[src/rtl/burst_seq_pkg.sv]
package burst_seq_pkg;

    localparam int BEAT_W = 2;

    typedef logic [BEAT_W-1:0] beat_t;

    typedef enum logic [0:0] {
        ST_IDLE = 1'b0,
        ST_RUN  = 1'b1
    } seq_state_e;

    typedef enum logic [2:0] {
        TR_NONE,
        TR_LOAD_FIRST,
        TR_RESTART,
        TR_ADVANCE,
        TR_SUSPEND,
        TR_FREEZE
    } seq_trans_e;

endpackage

[src/rtl/burst_seq_fsm.sv]
module burst_seq_fsm
    import burst_seq_pkg::*;
#(
    parameter int AW = 18
) (
    input  logic          clk,
    input  logic          rst_n,
    input  logic          load,
    input  logic          step,
    input  logic          freeze,
    input  logic [AW-1:0] addr_in,
    output logic [AW-1:0] base_q,
    output beat_t         beat_q,
    output seq_state_e    state_q
);

    seq_state_e    state_d;
    seq_trans_e    trans;
    beat_t         beat_d;
    logic [AW-1:0] base_d;

    // Transition selection: freeze over load over advance.
    always_comb begin
        state_d = state_q;
        trans   = TR_NONE;
        unique case (state_q)
            ST_IDLE: begin
                if (freeze) begin
                    trans = TR_FREEZE;
                end else if (load) begin
                    trans   = TR_LOAD_FIRST;
                    state_d = ST_RUN;
                end else begin
                    trans = TR_SUSPEND;
                end
            end
            ST_RUN: begin
                if (freeze) begin
                    trans = TR_FREEZE;
                end else if (load) begin
                    trans = TR_RESTART;
                end else if (step) begin
                    trans = TR_ADVANCE;
                end else begin
                    trans = TR_SUSPEND;
                end
            end
            default: begin
                trans   = TR_NONE;
                state_d = ST_IDLE;
            end
        endcase
    end

    // Datapath outputs of each transition.
    always_comb begin
        beat_d = beat_q;
        base_d = base_q;
        unique case (trans)
            TR_LOAD_FIRST, TR_RESTART: begin
                beat_d = '0;
                base_d = addr_in;
            end
            TR_ADVANCE: begin
                beat_d = beat_q + beat_t'(1);
            end
            default: begin
                beat_d = beat_q;
                base_d = base_q;
            end
        endcase
    end

    always_ff @(posedge clk or negedge rst_n) begin
        if (!rst_n) begin
            state_q <= ST_IDLE;
            beat_q  <= '0;
            base_q  <= '0;
        end else begin
            state_q <= state_d;
            beat_q  <= beat_d;
            base_q  <= base_d;
        end
    end

endmodule

[src/rtl/burst_seq_order.sv]
module burst_seq_order
    import burst_seq_pkg::*;
(
    input  beat_t start_lo,
    input  beat_t beat,
    input  logic  interleave,
    output beat_t ofs
);

    beat_t lin_ofs;
    beat_t ilv_ofs;

    always_comb begin
        lin_ofs = start_lo + beat;
        ilv_ofs = start_lo ^ beat;
        ofs     = interleave ? ilv_ofs : lin_ofs;
    end

endmodule

[src/rtl/burst_addr_seq.sv]
module burst_addr_seq
    import burst_seq_pkg::*;
#(
    parameter int AW = 18
) (
    input  logic          clk,
    input  logic          rst_n,
    input  logic          proc_strobe_n,
    input  logic          ctrl_strobe_n,
    input  logic          adv_n,
    input  logic          interleave,
    input  logic          freeze,
    input  logic [AW-1:0] addr_in,
    output logic [1:0]    burst_ofs,
    output logic [AW-1:0] cur_addr
);

    localparam int UPPER_W = AW - BEAT_W;

    logic          load;
    logic          step;
    logic [AW-1:0] base_q;
    beat_t         beat_q;
    seq_state_e    state_q;
    beat_t         ofs;

    assign load = ~proc_strobe_n | ~ctrl_strobe_n;
    assign step = ~adv_n;

    burst_seq_fsm #(.AW(AW)) u_fsm (
        .clk     (clk),
        .rst_n   (rst_n),
        .load    (load),
        .step    (step),
        .freeze  (freeze),
        .addr_in (addr_in),
        .base_q  (base_q),
        .beat_q  (beat_q),
        .state_q (state_q)
    );

    burst_seq_order u_order (
        .start_lo   (base_q[BEAT_W-1:0]),
        .beat       (beat_q),
        .interleave (interleave),
        .ofs        (ofs)
    );

    assign burst_ofs = ofs;
    assign cur_addr  = {base_q[AW-1:AW-UPPER_W], ofs};

endmodule

[config.mk]
export PLATFORM = sky130hd
export DESIGN_NAME = burst_addr_seq
export DESIGN_NICKNAME = d
export VERILOG_FILES = /design/src/rtl/burst_seq_pkg.sv /design/src/rtl/burst_seq_fsm.sv /design/src/rtl/burst_seq_order.sv /design/src/rtl/burst_addr_seq.sv
export SDC_FILE = /design/constraint.sdc
export NUM_CORES = 1
export LEC_CHECK = 0
export ABC_CLOCK_PERIOD_IN_PS = 1200
export BUFFER_PORTS_ARGS = -buffer_cell sky130_fd_sc_hd__buf_2
export CORE_MARGIN = 2
export CORE_UTILIZATION = 41
export DETAILED_ROUTE_END_ITERATION = 10
export GPL_TIMING_DRIVEN = 0
export PLACE_DENSITY = 0.7
export SYNTH_ARGS = -nofsm -noshare
export SYNTH_HDL_FRONTEND = slang
export SYNTH_SLANG_ARGS = --single-unit
[constraint.sdc]
create_clock -name clk -period 1.2 [get_ports clk]
set_clock_uncertainty 0.2 [all_clocks]
set_input_delay 0.06 -clock clk [delete_from_list [all_inputs] [get_ports clk]]
set_output_delay 0.06 -clock clk [all_outputs]
set_load 0.1 [all_outputs]
### After elaboration in Yosys (flattened, before gate mapping)

Index checks and enable logic that the tools add are counted.

| word-level totals | value |
|---|---|
| flip-flop bits (word level) | 21 |
| latch bits | 0 |
| bits in writable memories | 0 |
| ROM bits | 0 |
| input port bits | 25 |
| output and inout bits | 20 |
| word-level logic and storage cells | 26 |
| memories | 0 |

| operators by class | value |
|---|---|
| add/sub/neg operators | 2 |
| multipliers | 0 |
| div/mod/pow operators | 0 |
| magnitude comparators | 0 |
| equal/unequal tests | 3 |
| shift operators | 0 |
| multiplexer cells | 11 |
| bitwise operators | 5 |
| reductions and logical operators | 2 |

Operators with widths:

| cell | number |
|---|---|
| $mux W3 | 5 |
| $eq A3 B2 Y1 const B | 2 |
| $pmux W3 S2 | 1 |
| $pmux W2 S2 | 1 |
| $eq A3 B1 Y1 const B | 1 |
| $mux W1 | 3 |
| $not A1 Y1 | 3 |
| $add A2 B1 Y2 const B | 1 |
| $add A2 B2 Y2 | 1 |
| $mux W2 | 1 |
| $reduce_bool A2 Y1 | 1 |
| $reduce_or A2 Y1 | 1 |
| $xor A2 B2 Y2 | 1 |
| $or A1 B1 Y1 | 1 |

### Logic depth before layout (Yosys ltp)

Gate-level depths: netlist of run 1.

| depth | value |
|---|---|
| depth after elaboration | 8 |
| gate-level depth with buffers | 4 |
| mapped depth without buffers | 3 |

### Modules after synthesis

Synthesis of run 1 repeated with hierarchy kept, for this count alone.

| unflattened totals | value |
|---|---|
| cells, all modules | 61 |
| area, all modules | 918.4 um^2 |

Modules (own cells, without submodules):

| module | times used | cells an instance | area each (um^2) | sequential area each (um^2) |
|---|---|---|---|---|
| burst_seq_fsm | 1 | 53 | 859.6 | 525.5 |
| burst_seq_order | 1 | 4 | 36.3 | 0.0 |
| burst_addr_seq | 1 | 4 | 22.5 | 0.0 |

### Least setup slack after synthesis of run 1

No wires, ideal clock.

| timing path | value |
|---|---|
| kind | register to output |
| start | register u_fsm.beat_q[0] |
| end | output port cur_addr[1] |
| arrival | 2811 ps |
| data required time | 940 ps |
| slack | -1871 ps |
| stages on the path, launching flop included | 5 |
| path buffers | 1 |
| path through | dfrtp_1 -> ha_1 -> nor2b_1 -> xnor2_1 -> buf_4 |

| between the ends | value |
|---|---|
| word-level cells in the longest chain between the ends | 2 |

RTL lines:

| element | line | source |
|---|---|---|
| start, declared | burst_seq_fsm.sv:13 | `output beat_t beat_q,` |
| start signal, assigned | burst_seq_fsm.sv:81 | `beat_q <= beat_d;` |
| $add A2 B2 Y2 | burst_seq_order.sv:14 | `lin_ofs = start_lo + beat;` |
| $mux W2 | burst_seq_order.sv:16 | `ofs = interleave ? ilv_ofs : lin_ofs;` |
| end, declared | burst_addr_seq.sv:15 | `output logic [AW-1:0] cur_addr` |

No other way between the ends.

### Final worst setup path of run 1

| timing path | value |
|---|---|
| start | register u_fsm.base_q[0] |
| end | output port cur_addr[1] |

| between the ends | value |
|---|---|
| word-level cells in the longest chain between the ends | 2 |

RTL lines:

| element | line | source |
|---|---|---|
| start, declared | burst_seq_fsm.sv:12 | `output logic [AW-1:0] base_q,` |
| start signal, assigned | burst_seq_fsm.sv:82 | `base_q <= base_d;` |
| $add A2 B2 Y2 | burst_seq_order.sv:14 |  |
| $mux W2 | burst_seq_order.sv:16 |  |

No other way between the ends.

==> results.md, run 1 <==
- Grt total ovfl: 0
- CTS root buf: clkbuf_4
- Clock network fraction of total power: 11.5%
- Routed len/inst: 14.0 µm
- Detail Route Antenna Nets: 0
- Area Growth Syn to Fin: 79.5%
- Dpl cell area: 1340 µm²
- Avg Inst Size Synth: 13.8 µm²
- Peak supply drop: 0.00106 V
- Setup violations, final: 6
- Buffers added on ports: 44
- CP Launch Type: flip-flop
- Warning count from the yosys run: 0
- Fin util: 76.6%
- Switching power share of the total: 43.5%
- DPL Wire Length: 1.36 mm
- Sequential-to-total area share from yosys stat: 50.6%
- Clk Latency, worst-skew pair: 0.29 ns
- Inserted Diodes: 0
- RD Place Congestion: 0.584
- Syn Inst Count: 75
- Clk slew on worst S/H paths: 0.11 ns
- CTS Buf Count: 3
- First-pass GRT wire length: 3.75 mm
- Required @ worst endpoint: 0.94 ns
- CTS tree: yes
- Core area: 2430 µm²
- Unrepaired setup endpoints after global routing: yes
- Metal2 WL: 1.42 mm
- Max Cap Viol: 0
- Final Cell Area: 1860 µm²
- Sequential share of power: 31.4%
- Initial Util: 42.7%
- Routed wire length: 2.39 mm
- Met3 WL post-DR: 69 µm
- Worst setup EP type: output pin
- First-pass DRT Iterations: 2
- Fmax: 569 MHz
- Post-Syn Area: 1040 µm²
- Core Rows: 18
- Largest net degree at the start of global routing: 22
- Worst-Margin Slew: 0.460 ns
- Total number of vias: 777
- Die span in x: 54.3 µm
- IO Pins: 45
- Max-slew violation count: 0
- Int Pwr: 1590 µW
- Logic gate share of total power: 57.1%
- Final Hold Fails: 0
- CTS Sinks: 21
- Most frequent cells in the layout: dlygate4sd3_1, buf_2, buf_12, dfrtp_1, buf_4
- WS Path Type: reg -> out
- Clock H-tree levels: 1
- Initial antenna violation count: 0
- Crit path DAT: 1.50 ns
- Worst Slack Setup Final: -0.557 ns
- Via-to-Cell Ratio: 4.54
- Syn_nets: 101
- Die area: 2950 µm²
- Sw Pwr: 1220 µW
- Overall die height: 54.3 µm
- LEAKAGE: 0.000866 µW
- Fin crit period: 1.76 ns
- Max-slew headroom: 69.4%
- DRC: 0
- Total track usage: 18.4%
- Layout cells sized above 1: 60.3%
- Outcome: complete, but fails checks
- Period Utilization, post-route: 146%
- Crit-path max FO: 2
- Hold/Removal Path Class: in -> reg
- Max clock buf depth: 2
- Netlist cell types: 18
- Seq cells post-synth: 21
- Vias in the first global route: 867
- Wl on met1: 881 µm
- Power Density: 1510 nW/µm²
- Initial DRC count: 3
- Nets@finish: 168
- Violations in the final reports: setup timing
- Fillers: 154
- Highest routed layer: met4
-- kinds of logic after synthesis --
group / after synthesis / synth area share, %
compound gates: 4 / 3.13
xor+xnor: 2 / 1.69
fa+ha+maj: 1 / 1.20
buf+inv: 20 / 15.3
flops: 21 / 50.6
mux: 19 / 23.7
simple gates: 8 / 4.34
-- state kept, by name, summed over array words and instances (netlist names) --
signal         count
u_fsm.state_q      1
u_fsm.beat_q       2
u_fsm.base_q      18
-- synthesized netlist by cell type --
cell type / count / area share (%)
buf_4: 18 / 13
buf_12: 1 / 1.9
or2_2: 1 / 0.60
ha_1: 1 / 1.2
mux2_4: 9 / 13
nor2_1: 1 / 0.36
a21oi_4: 1 / 1.6
or4_1: 1 / 0.72
a31oi_1: 1 / 0.60
mux2_2: 9 / 9.8
mux2i_1: 1 / 0.96
nand2_1: 2 / 0.72
inv_1: 1 / 0.36
nand3b_1: 1 / 0.72
nor2b_1: 2 / 1.2
dfrtp_1: 21 / 51
xnor2_1: 2 / 1.7
o21ai_0: 2 / 0.96
-- routing by layer --
layer / GRT usage [%] / vias up
li1: - / 369
met1: 19.8 / 387
met2: 36.1 / 19
met3: 2.46 / 2
met4: 6.25 / 0
met5: 0 / -
-- power by group through the flow --
stage	Combinational (µW)	Clock (µW)	Sequential, µW
2_1_floorplan	1090	0	840
3_3_place_gp	1230	0	850
4_1_cts	1580	345	882
5_1_grt	1660	368	894
3_5_place_dp	1250	0	854
6_report	1610	325	883
-- worst max-delay path, stage by stage, from the launching register on --
cell	delay, ns
dfrtp_1	0.41
ha_2	0.19
nor2b_4	0.14
xnor2_4	0.18
buf_12	0.13
buf_12	0.16
-- per-stage QoR --
step / instances / setup WS (ns) / TNS (ns) / power (µW) / hold slack (ns)
2_1_floorplan: 75 / -0.656 / -1.67 / 1930 / -0.436
3_5_place_dp: 149 / -0.500 / -4.21 / 2100 / -0.163
4_1_cts: 167 / -0.548 / -1.96 / 2800 / 0.0101
5_1_grt: 171 / -0.601 / -2.55 / 2920 / 0.0278
3_3_place_gp: 149 / -0.498 / -3.47 / 2080 / -0.169
6_report: 171 / -0.557 / -2.17 / 2810 / 0.0284
-- final timing paths --
check	end	from	cells past startpoint	slack [ns]
worst max register to register	u_fsm.beat_q[1]	u_fsm.beat_q[0]	5	-0.32
max in group asynchronous	u_fsm.base_q[11]	rst_n	2	0.44
worst max-delay path	cur_addr[1]	u_fsm.base_q[0]	5	-0.56
min in group asynchronous	u_fsm.base_q[15]	rst_n	2	0.04
worst min register to register	u_fsm.state_q	u_fsm.state_q	1	0.33
worst min-delay path	u_fsm.base_q[9]	freeze	3	0.03
-- layout make-up --
| cell class | instances | area (µm²) | area share, % |
|---|---|---|---|
| buffer | 3 | 47.5 | 2.55 |
| clock buffer | 4 | 26.3 | 1.41 |
| inverter | 1 | 3.75 | 0.201 |
| multi-input combinational | 34 | 393 | 21.1 |
| sequential | 21 | 526 | 28.2 |
| tap | 30 | 37.5 | 2.01 |
| timing repair buffer | 78 | 831 | 44.6 |
-- repair_timing --
item / 4_1_cts / 5_1_grt
pin swaps: 1 / 2
setup endpoints to repair: 21 / 18
setup buffers: 6 / 4
gates resized for setup: 80 / 3
hold buffers: 24 / 0
hold endpoints to repair: 41 / 0
No activity file was read; power rests on OpenSTA's default activity.
==> inputs of run 2 (changes only) <==
--- a/config.mk
+++ b/config.mk
@@ -7,11 +7,13 @@
 export LEC_CHECK = 0
 export ABC_CLOCK_PERIOD_IN_PS = 1200
 export BUFFER_PORTS_ARGS = -buffer_cell sky130_fd_sc_hd__buf_2
+export CELL_PAD_IN_SITES_DETAIL_PLACEMENT = 0
+export CELL_PAD_IN_SITES_GLOBAL_PLACEMENT = 1
 export CORE_MARGIN = 2
-export CORE_UTILIZATION = 41
+export CORE_UTILIZATION = 32
 export DETAILED_ROUTE_END_ITERATION = 10
 export GPL_TIMING_DRIVEN = 0
-export PLACE_DENSITY = 0.7
+export PLACE_DENSITY = 0.71
 export SYNTH_ARGS = -nofsm -noshare
 export SYNTH_HDL_FRONTEND = slang
 export SYNTH_SLANG_ARGS = --single-unit
==> results.md, run 2 (synthesis results as in run 1) <==
- Outcome: complete, but fails checks
- Violations in the final reports: hold timing, setup timing
- Commonest non-fill, non-tap cell in the layout: buf_2
- Dpl cell area: 1360 µm² (+1.3%)
- Layout cells sized above 1: 62.3% (+2.0 points)
- Period Utilization, post-route: 144% (-2.1 points)
- CTS tree: yes
- Grt total ovfl: 0 (unchanged)
- Required @ worst endpoint: 0.94 ns (about the same)
- Max-slew violation count: 0 (unchanged)
- Int Pwr: 1570 µW (-1.5%)
- Final Hold Fails: 3 (+3)
- Die span in x: 61.0 µm (+12%)
- Detail Route Antenna Nets: 0 (unchanged)
- WS Path Type: reg -> out
- Most frequent cells in the layout: buf_2, dlygate4sd3_1, buf_12, dfrtp_1
- Crit path DAT: 1.47 ns (-0.03 ns)
- Worst Slack Setup Final: -0.531 ns (+0.0258 ns)
- Via-to-Cell Ratio: 4.25 (-6.4%)
- CTS root buf: clkbuf_4
- CP Launch Type: flip-flop
- Crit-path slowest cell: dfrtp_1
- Crit-path max FO: 2 (unchanged)
- Initial DRC count: 4 (+1)
- Final non-filler cell total: 182 (+6.4%)
- Largest net degree at the start of global routing: 22 (unchanged)
- CTS Buf Count: 3 (unchanged)
- Worst setup EP type: output pin
- Sequential share of power: 31.5% (about the same)
- Sw Pwr: 1230 µW (+0.32%)
- Final Cell Area: 1870 µm² (+0.27%)
- Slowest stage delay, CP: 0.41 ns (about the same)
- Clk Latency, worst-skew pair: 0.30 ns (about the same)
- Max clock buf depth: 2 (unchanged)
- Routed wire length: 2.27 mm (-5.0%)
- Core Rows: 20 (+2)
- Max Cap Viol: 0 (unchanged)
- RD Place Congestion: 0.742 (+27%)
- Power Density: 1490 nW/µm² (-1.0%)
- Die area: 3720 µm² (+26%)
- CP Buf/Inv Count: 2 (unchanged)
- Max-slew headroom: 68.4% (-1.0 points)
- Fin crit period: 1.73 ns (-0.0258 ns)
- Setup violations, final: 5 (-1)
- Clk slew on worst S/H paths: 0.13 ns (+0.02 ns)
- Unrepaired setup endpoints after global routing: yes
- Peak supply drop: 0.000805 V (-24%)
- Nets@finish: 165 (-1.8%)
- DPL Wire Length: 1.45 mm (+6.8%)
- Overall die height: 61.0 µm (+12%)
- Largest Register: u_fsm.base_q
- Routed len/inst: 12.5 µm (-11%)
- Hold/Removal Path Class: in -> reg
- First-pass DRT Iterations: 3 (+1)
- Most frequent CP cell: buf_12
- Inserted Diodes: 0 (unchanged)
- Buffers added on ports: 44 (unchanged)
- Worst-Margin Slew: 0.475 ns (+0.0151 ns)
- Initial Util: 33.7% (-9.0 points)
- Placed cells: 163 (+9.4%)
- Largest registers: u_fsm.base_q (18), u_fsm.beat_q (2), u_fsm.state_q (1)
- Top Family by Delay on Critical Path: flip-flops
- Switching power share of the total: 44.0% (+0.46 points)
- Fillers: 242 (+57%)
- Initial antenna violation count: 0 (unchanged)
- Core area: 3080 µm² (+27%)
- Setup TNS: -1.97 ns (+0.198 ns)
- IO Pins: 45 (unchanged)
- Worst Hold Margin: -0.00931 ns (-0.0377 ns)
- Logic gate share of total power: 56.5% (-0.6 points)
- Fmax: 578 MHz (+1.5%)
- First-pass GRT wire length: 3.74 mm (-0.37%)
- LEAKAGE: 0.000860 µW (-0.75%)
- Total track usage: 13.6% (-4.8 points)
- Number of flip-flops under the largest register name: 18 (unchanged)
- Clock network fraction of total power: 12.1% (+0.6 points)
- Area Growth Syn to Fin: 80.0%
- DRC: 0 (unchanged)
- Vias in the first global route: 882 (+1.7%)
- CTS Sinks: 21 (unchanged)
- Worst path cell trace: ha_2 > nor2b_4 > xnor2_4 > buf_12 > buf_12
- Clock H-tree levels: 1 (unchanged)
- Total number of vias: 774 (-0.39%)
==> run 2: cell types whose count changed in the layout (fill, tap and decap cells not counted), sizes merged <==
cell	delta
clkbuf	-1
buf	-2
dlygate4sd3	-1
clkinv	+1
==> run 2: cell type report <==
class | count | area, µm² | share of cell area (%)
Clock inverter | 1 | 5.00 | 0.268
Tap cell | 44 | 55.1 | 2.95
Multi-Input combinational cell | 34 | 400 | 21.4
Inverter | 1 | 3.75 | 0.201
Buffer | 3 | 47.5 | 2.54
Timing Repair Buffer | 75 | 810 | 43.3
Sequential cell | 21 | 526 | 28.1
Clock buffer | 3 | 22.5 | 1.20
==> run 2: final timing paths <==
| kind | startpoint | end | slack [ns] | cells past startpoint |
|---|---|---|---|---|
| worst max-delay path | u_fsm.base_q[0] | cur_addr[1] | -0.53 | 5 |
| worst min-delay path | freeze | u_fsm.base_q[10] | -0.009 | 3 |
| worst max register to register | u_fsm.beat_q[0] | u_fsm.beat_q[1] | -0.21 | 5 |
| worst min register to register | u_fsm.state_q | u_fsm.state_q | 0.32 | 1 |
| max in group asynchronous | rst_n | u_fsm.state_q | 0.43 | 2 |
| min in group asynchronous | rst_n | u_fsm.base_q[3] | 0.03 | 2 |
==> run 2: power by group through the flow <==
stage               logic (µW)  registers (µW)  clock network, µW
floorplan                 1090             840                  0
global placement          1240             850                  0
detailed placement        1250             854                  0
CTS                       1550             883                354
global route              1630             891                381
finish                    1580             880                337
==> run 2: tightest hold or removal path, cell delays in order <==
cell,delay [ns]
buf_2,0.11
a21oi_4,0.08
mux2_2,0.22
==> run 2: repair_timing <==
item                       in CTS  in global routing
setup endpoints to repair      21                 18
hold endpoints to repair       41                  3
resized for setup              79                  7
pin swaps                       3                  2
hold buffers                   23                  1
setup buffers                   3                  5
==> run 2: layer usage <==
metal	GRT usage, %	wire [µm]
met5	0	0
met4	5.28	15
met3	3.84	129
met2	23.5	1230
met1	16.0	891
==> run 2: per-stage QoR <==
step           total power (µW)  setup slack (ns)  utilization, %
3_5_place_dp               2100            -0.536            44.0
2_1_floorplan              1930            -0.656               -
4_1_cts                    2790            -0.549            58.9
3_3_place_gp               2090            -0.497            44.0
6_report                   2790            -0.531            60.7
5_1_grt                    2900            -0.588            60.7
